`config.mk`:
```
export PLATFORM = sky130hd
export DESIGN_NAME = cpbank_unit
export DESIGN_NICKNAME = d
export VERILOG_FILES = /design/src/rtl/cpbank_pkg.sv /design/src/rtl/cpbank_ctx.sv /design/src/rtl/cpbank_addr.sv /design/src/rtl/cpbank_lane.sv /design/src/rtl/cpbank_unit.sv
export SDC_FILE = /design/constraint.sdc
export NUM_CORES = 1
export LEC_CHECK = 0
export ABC_AREA = 0
export BUFFER_PORTS_ARGS = -buffer_cell sky130_fd_sc_hd__buf_4
export CORE_MARGIN = 2
export CORE_UTILIZATION = 25
export DETAILED_ROUTE_END_ITERATION = 16
export HOLD_SLACK_MARGIN = 0.12
export PLACE_DENSITY = 0.43
export SYNTH_ARGS = -nofsm -noshare
export SYNTH_HDL_FRONTEND = slang
export SYNTH_SLANG_ARGS = --single-unit
```
`constraint.sdc`:
```
create_clock -name clk -period 7.42 [get_ports clk]
set_clock_uncertainty 0.2 [all_clocks]
set_input_delay 1.484 -clock clk [delete_from_list [all_inputs] [get_ports clk]]
set_output_delay 1.484 -clock clk [all_outputs]
set_load 0.02 [all_outputs]
```
`src/rtl/cpbank_pkg.sv`:
```
package cpbank_pkg;
  typedef enum logic [1:0] {
    ACC_WORD = 2'd0,
    ACC_BYTE = 2'd1,
    ACC_BIT  = 2'd2
  } acc_kind_e;

  typedef enum logic [1:0] {
    ST_IDLE = 2'd0,
    ST_WAIT = 2'd1,
    ST_DATA = 2'd2
  } seq_state_e;
endpackage

```
`src/rtl/cpbank_ctx.sv`:
```
module cpbank_ctx #(
  parameter int ADDR_W = 12
) (
  input  logic              clk,
  input  logic              rst,
  input  logic              load,
  input  logic [ADDR_W-1:0] load_val,
  input  logic              swap,
  input  logic [ADDR_W-1:0] swap_val,
  output logic [ADDR_W-1:0] cp_q,
  output logic              push_valid,
  output logic [ADDR_W-1:0] push_data
);
  localparam logic [ADDR_W-1:0] ALIGN_MASK = ~ADDR_W'(1);

  always_ff @(posedge clk) begin
    if (rst) begin
      cp_q       <= '0;
      push_valid <= 1'b0;
      push_data  <= '0;
    end else begin
      push_valid <= 1'b0;
      if (swap) begin
        cp_q       <= swap_val & ALIGN_MASK;
        push_valid <= 1'b1;
        push_data  <= cp_q;
      end else if (load) begin
        cp_q <= load_val & ALIGN_MASK;
      end
    end
  end

  AST_SWITCH_PUSHES_OLD: assert property (@(posedge clk) disable iff (rst)
    (!$past(rst) && $past(swap)) |-> (push_valid && push_data == $past(cp_q)));

  AST_LOAD_TAKES_EFFECT: assert property (@(posedge clk) disable iff (rst)
    (!$past(rst) && $past(load) && !$past(swap)) |->
      (cp_q == ($past(load_val) & ALIGN_MASK)));
endmodule

```
`src/rtl/cpbank_addr.sv`:
```
module cpbank_addr
  import cpbank_pkg::*;
#(
  parameter int WADDR_W = 11,
  parameter int IDX_W   = 4
) (
  input  logic [WADDR_W-1:0] cp_word,
  input  acc_kind_e          kind,
  input  logic [IDX_W-1:0]   idx,
  output logic [WADDR_W-1:0] waddr
);
  logic [IDX_W-1:0] word_sel;

  always_comb begin
    if (kind == ACC_BYTE) word_sel = {1'b0, idx[IDX_W-1:1]};
    else                  word_sel = idx;
    waddr = cp_word + WADDR_W'(word_sel);
  end
endmodule

```
`src/rtl/cpbank_lane.sv`:
```
module cpbank_lane
  import cpbank_pkg::*;
#(
  parameter int DATA_W = 16,
  localparam int HALF  = DATA_W / 2,
  localparam int BIT_W = $clog2(DATA_W)
) (
  input  acc_kind_e         kind,
  input  logic              sel_hi,
  input  logic [BIT_W-1:0]  bit_idx,
  input  logic [DATA_W-1:0] rdata,
  input  logic [DATA_W-1:0] wdata,
  output logic [DATA_W-1:0] rd_out,
  output logic [DATA_W-1:0] merged
);
  always_comb begin
    rd_out = rdata;
    merged = wdata;
    case (kind)
      ACC_BYTE: begin
        if (sel_hi) begin
          rd_out = {{HALF{1'b0}}, rdata[DATA_W-1:HALF]};
          merged = {wdata[HALF-1:0], rdata[HALF-1:0]};
        end else begin
          rd_out = {{HALF{1'b0}}, rdata[HALF-1:0]};
          merged = {rdata[DATA_W-1:HALF], wdata[HALF-1:0]};
        end
      end
      ACC_BIT: begin
        rd_out          = '0;
        rd_out[0]       = rdata[bit_idx];
        merged          = rdata;
        merged[bit_idx] = wdata[0];
      end
      default: begin
        rd_out = rdata;
        merged = wdata;
      end
    endcase
  end
endmodule

```
`src/rtl/cpbank_unit.sv`:
```
module cpbank_unit
  import cpbank_pkg::*;
#(
  parameter int ADDR_W    = 12,
  parameter int DATA_W    = 16,
  parameter int REG_CNT   = 16,
  localparam int WADDR_W  = ADDR_W - 1,
  localparam int IDX_W    = $clog2(REG_CNT),
  localparam int BIT_W    = $clog2(DATA_W)
) (
  input  logic               clk,
  input  logic               rst,
  input  logic               req_valid,
  input  logic               req_write,
  input  logic [1:0]         req_kind,
  input  logic [IDX_W-1:0]   req_reg,
  input  logic [BIT_W-1:0]   req_bit,
  input  logic [DATA_W-1:0]  req_wdata,
  output logic               req_busy,
  output logic               rd_valid,
  output logic [DATA_W-1:0]  rd_data,
  input  logic               cp_load,
  input  logic [ADDR_W-1:0]  cp_wdata,
  input  logic               scxt_valid,
  input  logic [ADDR_W-1:0]  scxt_cp,
  output logic [ADDR_W-1:0]  cp_value,
  output logic               push_valid,
  output logic [ADDR_W-1:0]  push_data,
  output logic               ram_en,
  output logic               ram_we,
  output logic [WADDR_W-1:0] ram_addr,
  output logic [DATA_W-1:0]  ram_wdata,
  input  logic [DATA_W-1:0]  ram_rdata
);
  seq_state_e        state;
  acc_kind_e         in_kind;
  acc_kind_e         q_kind;
  logic              q_write;
  logic              q_hi;
  logic [BIT_W-1:0]  q_bit;
  logic [DATA_W-1:0] q_wdata;
  logic [WADDR_W-1:0] req_waddr;
  logic [DATA_W-1:0] lane_rd;
  logic [DATA_W-1:0] lane_merged;
  logic              accept;

  assign in_kind  = acc_kind_e'(req_kind);
  assign req_busy = (state != ST_IDLE);
  assign accept   = req_valid && (state == ST_IDLE);

  cpbank_ctx #(.ADDR_W(ADDR_W)) u_ctx (
    .clk       (clk),
    .rst       (rst),
    .load      (cp_load),
    .load_val  (cp_wdata),
    .swap      (scxt_valid),
    .swap_val  (scxt_cp),
    .cp_q      (cp_value),
    .push_valid(push_valid),
    .push_data (push_data)
  );

  cpbank_addr #(.WADDR_W(WADDR_W), .IDX_W(IDX_W)) u_addr (
    .cp_word(cp_value[ADDR_W-1:1]),
    .kind   (in_kind),
    .idx    (req_reg),
    .waddr  (req_waddr)
  );

  cpbank_lane #(.DATA_W(DATA_W)) u_lane (
    .kind   (q_kind),
    .sel_hi (q_hi),
    .bit_idx(q_bit),
    .rdata  (ram_rdata),
    .wdata  (q_wdata),
    .rd_out (lane_rd),
    .merged (lane_merged)
  );

  always_ff @(posedge clk) begin
    if (rst) begin
      state     <= ST_IDLE;
      ram_en    <= 1'b0;
      ram_we    <= 1'b0;
      ram_addr  <= '0;
      ram_wdata <= '0;
      rd_valid  <= 1'b0;
      rd_data   <= '0;
      q_kind    <= ACC_WORD;
      q_write   <= 1'b0;
      q_hi      <= 1'b0;
      q_bit     <= '0;
      q_wdata   <= '0;
    end else begin
      ram_en   <= 1'b0;
      ram_we   <= 1'b0;
      rd_valid <= 1'b0;
      case (state)
        ST_IDLE: begin
          if (accept) begin
            ram_en   <= 1'b1;
            ram_addr <= req_waddr;
            q_kind   <= in_kind;
            q_write  <= req_write;
            q_hi     <= req_reg[0];
            q_bit    <= req_bit;
            q_wdata  <= req_wdata;
            if (req_write && in_kind != ACC_BYTE && in_kind != ACC_BIT) begin
              ram_we    <= 1'b1;
              ram_wdata <= req_wdata;
            end else begin
              state <= ST_WAIT;
            end
          end
        end
        ST_WAIT: state <= ST_DATA;
        ST_DATA: begin
          state <= ST_IDLE;
          if (q_write) begin
            ram_en    <= 1'b1;
            ram_we    <= 1'b1;
            ram_wdata <= lane_merged;
          end else begin
            rd_valid <= 1'b1;
            rd_data  <= lane_rd;
          end
        end
        default: state <= ST_IDLE;
      endcase
    end
  end

  AST_BUSY_AFTER_SLOW_ACCEPT: assert property (@(posedge clk) disable iff (rst)
    (!$past(rst) && $past(req_valid && !req_busy &&
      (!req_write || req_kind == 2'd1 || req_kind == 2'd2))) |-> req_busy);

  AST_RD_SINGLE_PULSE: assert property (@(posedge clk) disable iff (rst)
    rd_valid |=> !rd_valid);

  AST_READ_THEN_QUIET: assert property (@(posedge clk) disable iff (rst)
    (ram_en && !ram_we) |=> !ram_en);

  AST_WORD_WRITE_NO_BUSY: assert property (@(posedge clk) disable iff (rst)
    (!$past(rst) && $past(req_valid && !req_busy && req_write && req_kind == 2'd0))
      |-> (!req_busy && ram_en && ram_we));
endmodule

```
=== Word-level counts from Yosys, hierarchy flattened ===
Index checks and enable logic that the tools add are counted.

* $add $sub $neg: 1
* Magnitude comparators: 2
* Equal/unequal tests: 11
* Multiplexer cells: 27
* Bitwise logic cells: 2
* Reductions and logical operators: 13

{| class="wikitable"
|+ Operators with widths
! cell !! count
|-
| $pmux 16 s2 || 3
|-
| $mux 16 || 4
|-
| $mux 12 || 2
|-
| $bwmux 16 || 1
|-
| $add 11x4->11 || 1
|-
| $mux 1 || 8
|-
| $mux 8 || 1
|-
| $ne 2x2->1 const B || 4
|-
| $eq 2x1->1 const B || 3
|-
| $reduce_and 2->1 || 3
|-
| $reduce_bool 2->1 || 3
|-
| $lt 4x5->1 const B || 1
|-
| $bmux 1 s4 || 1
|-
| $demux 1 s4 || 1
|-
| $eq 2x2->1 const B || 2
|-
| $ge 4x1->1 const B || 1
|-
| $logic_and 1x1->1 || 4
|-
| $mux 2 || 2
|-
| $mux 4 || 1
|-
| $ne 2x1->1 const B || 2
|-
| $pmux 1 s2 || 2
|-
| $pmux 2 s2 || 1
|-
| $reduce_and 4->1 || 1
|-
| $logic_not 2->1 || 1
|-
| other kinds (2) || 3
|}

* Register bits: 95
* Input port bits: 72
* Output and inout bits: 72
* Word-level logic and storage cells: 71

=== Logic depth before layout (Yosys ltp) ===
* Depth in word-level cells: 8
* Mapped depth: 10
* Mapped depth without buffers: 10

=== Cells and area by module ===
From an unflattened synthesis, not the netlist that was laid out.

* Cells, all modules: 564
* Area, all modules: 5,504.0 um^2

{| class="wikitable"
|+ Modules (own cells, without submodules)
! module !! instances !! cells each !! area each (um^2) !! sequential area each (um^2)
|-
| cpbank_unit || 1 || 263 || 2,921.6 || 1,441.4
|-
| cpbank_lane || 1 || 159 || 1,239.9 || 0.0
|-
| cpbank_ctx || 1 || 89 || 939.7 || 460.4
|-
| cpbank_addr || 1 || 53 || 402.9 || 0.0
|}

=== Worst setup path after synthesis ===
No wires, ideal clock.

* Path kind: input -> register
* From: in req_kind[1]
* To: reg ram_addr[8]
* Setup time: 0.086 ns
* Arrival: 3.310 ns
* Data required time: 7.134 ns
* Slack: 3.824 ns
* Cell stages on the path: 10
* Buffers on the path: 0
* Cells stage by stage: nand2b_1 -> mux2_2 -> ha_1 -> inv_1 -> fa_1 -> nor2b_1 -> o21ai_0 -> a211oi_1 -> xnor2_1 -> a211oi_1

* Word-level cells in the longest chain between the ends: 3

{| class="wikitable"
|+ RTL lines
! what !! line !! source
|-
| start: declaration || cpbank_unit.sv:15 || <nowiki>input logic [1:0] req_kind,</nowiki>
|-
| $eq 2x1->1 || cpbank_addr.sv:15 || <nowiki>if (kind == ACC_BYTE) word_sel = {1'b0, idx[IDX_W-1:1]};</nowiki>
|-
| $mux 4 || cpbank_addr.sv:15 ||
|-
| $add 11x4->11 || cpbank_addr.sv:17 || <nowiki>waddr = cp_word + WADDR_W'(word_sel);</nowiki>
|-
| end signal: assignment || cpbank_unit.sv:102 || <nowiki>ram_addr <= req_waddr;</nowiki>
|-
| end: declaration || cpbank_unit.sv:31 || <nowiki>output logic [WADDR_W-1:0] ram_addr,</nowiki>
|}

Every way passes these cells.
A chain may end at the register's enable or synchronous reset.

=== Final worst setup path ===
Ends and elaborated chain as after synthesis.

==> results.md <==
- Cell leakage power: roughly 2.7 nW
- Initial Util: 25.3%
- Clock root cell: clkbuf_16
- Largest net degree at the start of global routing: 95
- Outcome: completed
- HP Class: reg2reg
- Area growth from synthesis to layout: 28.8%
- Min cycle time layout: between 3000 and 4000 ps
- WL per Instance: ~17 µm
- Post-synth ARST share: 0%
- Synth Warn #: 0
- Number of max-cap violations: 0
- Vias in the first global route: around 4,500
- CTS tree: done
- Area of the multi-input gates: between 0.002 and 0.003 mm²
- Syn Area/Cell: a little under 9 µm²
- DP HPWL: around 11,000 µm
- Vias per cell: just under 5
- FP Rows: 52
- Post-Route WL: 16,100 µm
- Share of layout cells above drive strength 1: 29.1%
- Final-layout fill cell count: ~2,100
- Diode count: 0
- RePlAce Congestion: 0.784
- CTS buffer count: 9
- GRT Total Usage: 15.0%
- Reg area: 0.00190 mm²
- Final setup fails: 0
- Total core area: slightly above 0.02 mm²
- Post-CTS Resized: 0
- Unrepaired setup endpoints after global routing: no
- CTS max path bufs: 2
- Data arrival time of the critical path: 3770 ps
- H-Tree Depth: 3
- Final hold viol count: 0
- Yosys cell types: 46
- CP Capture Type: register
- Post-CTS Hold Buffers: 0
- Reg2reg end: ram_wdata[10]
- Worst-path clk slew: approximately 70 ps
- WP data required: 7480 ps
- Seq/Total Area, Yosys: between 30 and 40%
- Most frequent cells in the layout: buf_4 (143), dfxtp_1 (95), nor2_1 (85), nand2_1 (85), a21oi_1 (49)
- Height of the die: 147 µm
- Period Utilization, post-route: 50.1%
- TNS Setup: 0 ps
- Synth Flop Type: dfxtp_1
- Placed cells: between 900 and 1,000
- WS Path Type: in2reg
- DR iter-0 viols: 274
- FF-to-FF path depth: 6
- Fmax: between 200 and 300 MHz
- Initial antenna violation count: 0
- Post-synth EDFFs: 0
- Worst slew pin tran: roughly 1100 ps
- Mapped Area: between 0.005 and 0.006 mm²
- Worst Setup SP: req_kind[1]
- Die width: 147 µm
- Final Max Tran Viols: 0
- Post-CTS setup buffers: 0
- Die ar.: around 0.022 mm²
- Layout Cells excl Fill: about 960
- Worst Setup EP: ram_addr[8]
- Worst R2R Start: q_kind[0]
- Yosys reg bits: 95
- Via count: about 4,600
- Reg2reg setup slack: ~4300 ps
- Worst vdd ir: around 0.12 mV
- First-pass GRT wire length: around 25,000 µm
- CTS Sinks: 95
- GRT overflow: 0
- Hold wc startpoint: rd_data[9]
- Slew margin rel.: between 20% and 30%
- ANT nets after route: 0
- Gate Count Post-Synth: ~590
- Detailed-route DRC error count: 0
- Commonest non-fill, non-tap cell in the layout: buf_4
- I/O pins: about 140
- Clk_lat worst skew: between 300 and 400 ps
- Nets: around 770
- CP max FO: 5
- IO buf count: 139
- Pre-Repair DR Iteration Count: 4
- Power Dens Cells: about 200 mW/mm²
- CP startpoint kind: input port
-- metal layers --
| metal | wire length [µm] | track usage, % | up-vias |
|---|---|---|---|
| met1 | 7150 | 19.4 | 2196 |
| met5 | 0 | 0 | - |
| li1 | - | - | 2271 |
| met4 | 204 | 4.81 | 0 |
| met2 | 7540 | 23.9 | 131 |
| met3 | 1240 | 4.41 | 11 |
-- sequential cells by signal, summed over array words and instances (netlist names) --
signal            cells
u_ctx.cp_q           11
ram_addr             11
u_ctx.push_data      11
ram_wdata            16
rd_data              16
q_write               1
ram_en                1
q_hi                  1
state                 2
ram_we                1
q_wdata              16
rd_valid              1
q_bit                 4
u_ctx.push_valid      1
q_kind                2
-- worst max-delay path, cell delays in order --
cell      delay, ps
buf_4           120
nand2b_1        230
mux2_2          270
ha_1            160
inv_1            50
fa_1            400
nor2b_1         110
o21ai_0         210
a211oi_1        370
xnor2_1         130
a211oi_1        240
-- worst min-delay path by stage --
stage | end | slack, ps | cells past startpoint
finish | rd_data[9] | 250 | 2
global route | q_wdata[8] | 270 | 2
CTS | rd_data[9] | 260 | 2
detailed placement | rd_data[9] | 250 | 2
global placement | q_wdata[8] | 240 | 2
floorplan | q_wdata[10] | 240 | 2
-- logic make-up (layout without fill, tap and decap cells) --
logic type / count (synthesis) / in the layout / share of synthesized area (%)
AO/OA/AOI/OAI: 110 / 110 / 15.2
XOR/XNOR: 7 / 7 / 1.21
adder cells (fa/ha/maj): 8 / 8 / 2.12
buffers and inverters: 63 / 165 / 5.81
flip-flops: 95 / 95 / 37.4
multiplexers: 69 / 69 / 15.4
other: 1 / 2 / 0.0737
AND/OR/NAND/NOR: 232 / 232 / 22.8
-- synth_stat cells (5+ instances only) --
| library cell | n | share of area [%] |
|---|---|---|
| dfxtp_1 | 95 | 37 |
| nand2_1 | 85 | 6.3 |
| nor2_1 | 85 | 6.3 |
| a21oi_1 | 49 | 4.8 |
| clkbuf_1 | 35 | 2.6 |
| mux2i_1 | 29 | 5.7 |
| mux2_2 | 26 | 5.8 |
| o311a_1 | 16 | 3.1 |
| a221oi_1 | 15 | 2.6 |
| buf_2 | 11 | 1.1 |
| nand3_1 | 11 | 1.1 |
| nor3_1 | 11 | 1.1 |
| mux2_1 | 10 | 2.2 |
| a211oi_1 | 9 | 1.3 |
| a2bb2oi_1 | 7 | 1.2 |
| ha_1 | 7 | 1.7 |
| inv_1 | 7 | 0.52 |
| and4bb_1 | 6 | 1.5 |
| nor3_2 | 5 | 0.98 |
-- stage by stage --
step	util (%)	worst slack [ps]	area [µm²]	hold slack [ps]	power [W]
6_report	32.6	3700	6550	253	0.00134
5_1_grt	32.6	3390	6550	270	0.00141
4_1_cts	32.6	3690	6550	256	0.00137
3_5_place_dp	31.0	3340	6240	246	0.000855
3_3_place_gp	31.0	3390	6240	242	0.000850
2_1_floorplan	-	3820	5090	237	0.000746
-- where the power goes --
| group | internal [W] | switching [W] | total, W |
|---|---|---|---|
| logic | 0.000120 | 0.000145 | 0.000265 |
| registers | 0.000539 | 0.0000369 | 0.000576 |
| clock network | 0.000302 | 0.000200 | 0.000502 |
| total | 0.000961 | 0.000382 | 0.00134 |
-- layout make-up --
class | instances | share of cell area [%]
multi-input cells | 428 | 44.2
repair buffers | 143 | 16.4
well taps | 270 | 5.16
inverters | 8 | 0.458
clock inverters | 3 | 1.05
flip-flops and latches | 95 | 29.0
clock buffers | 11 | 3.71
Note: power is estimated with default switching activity, not from simulation.
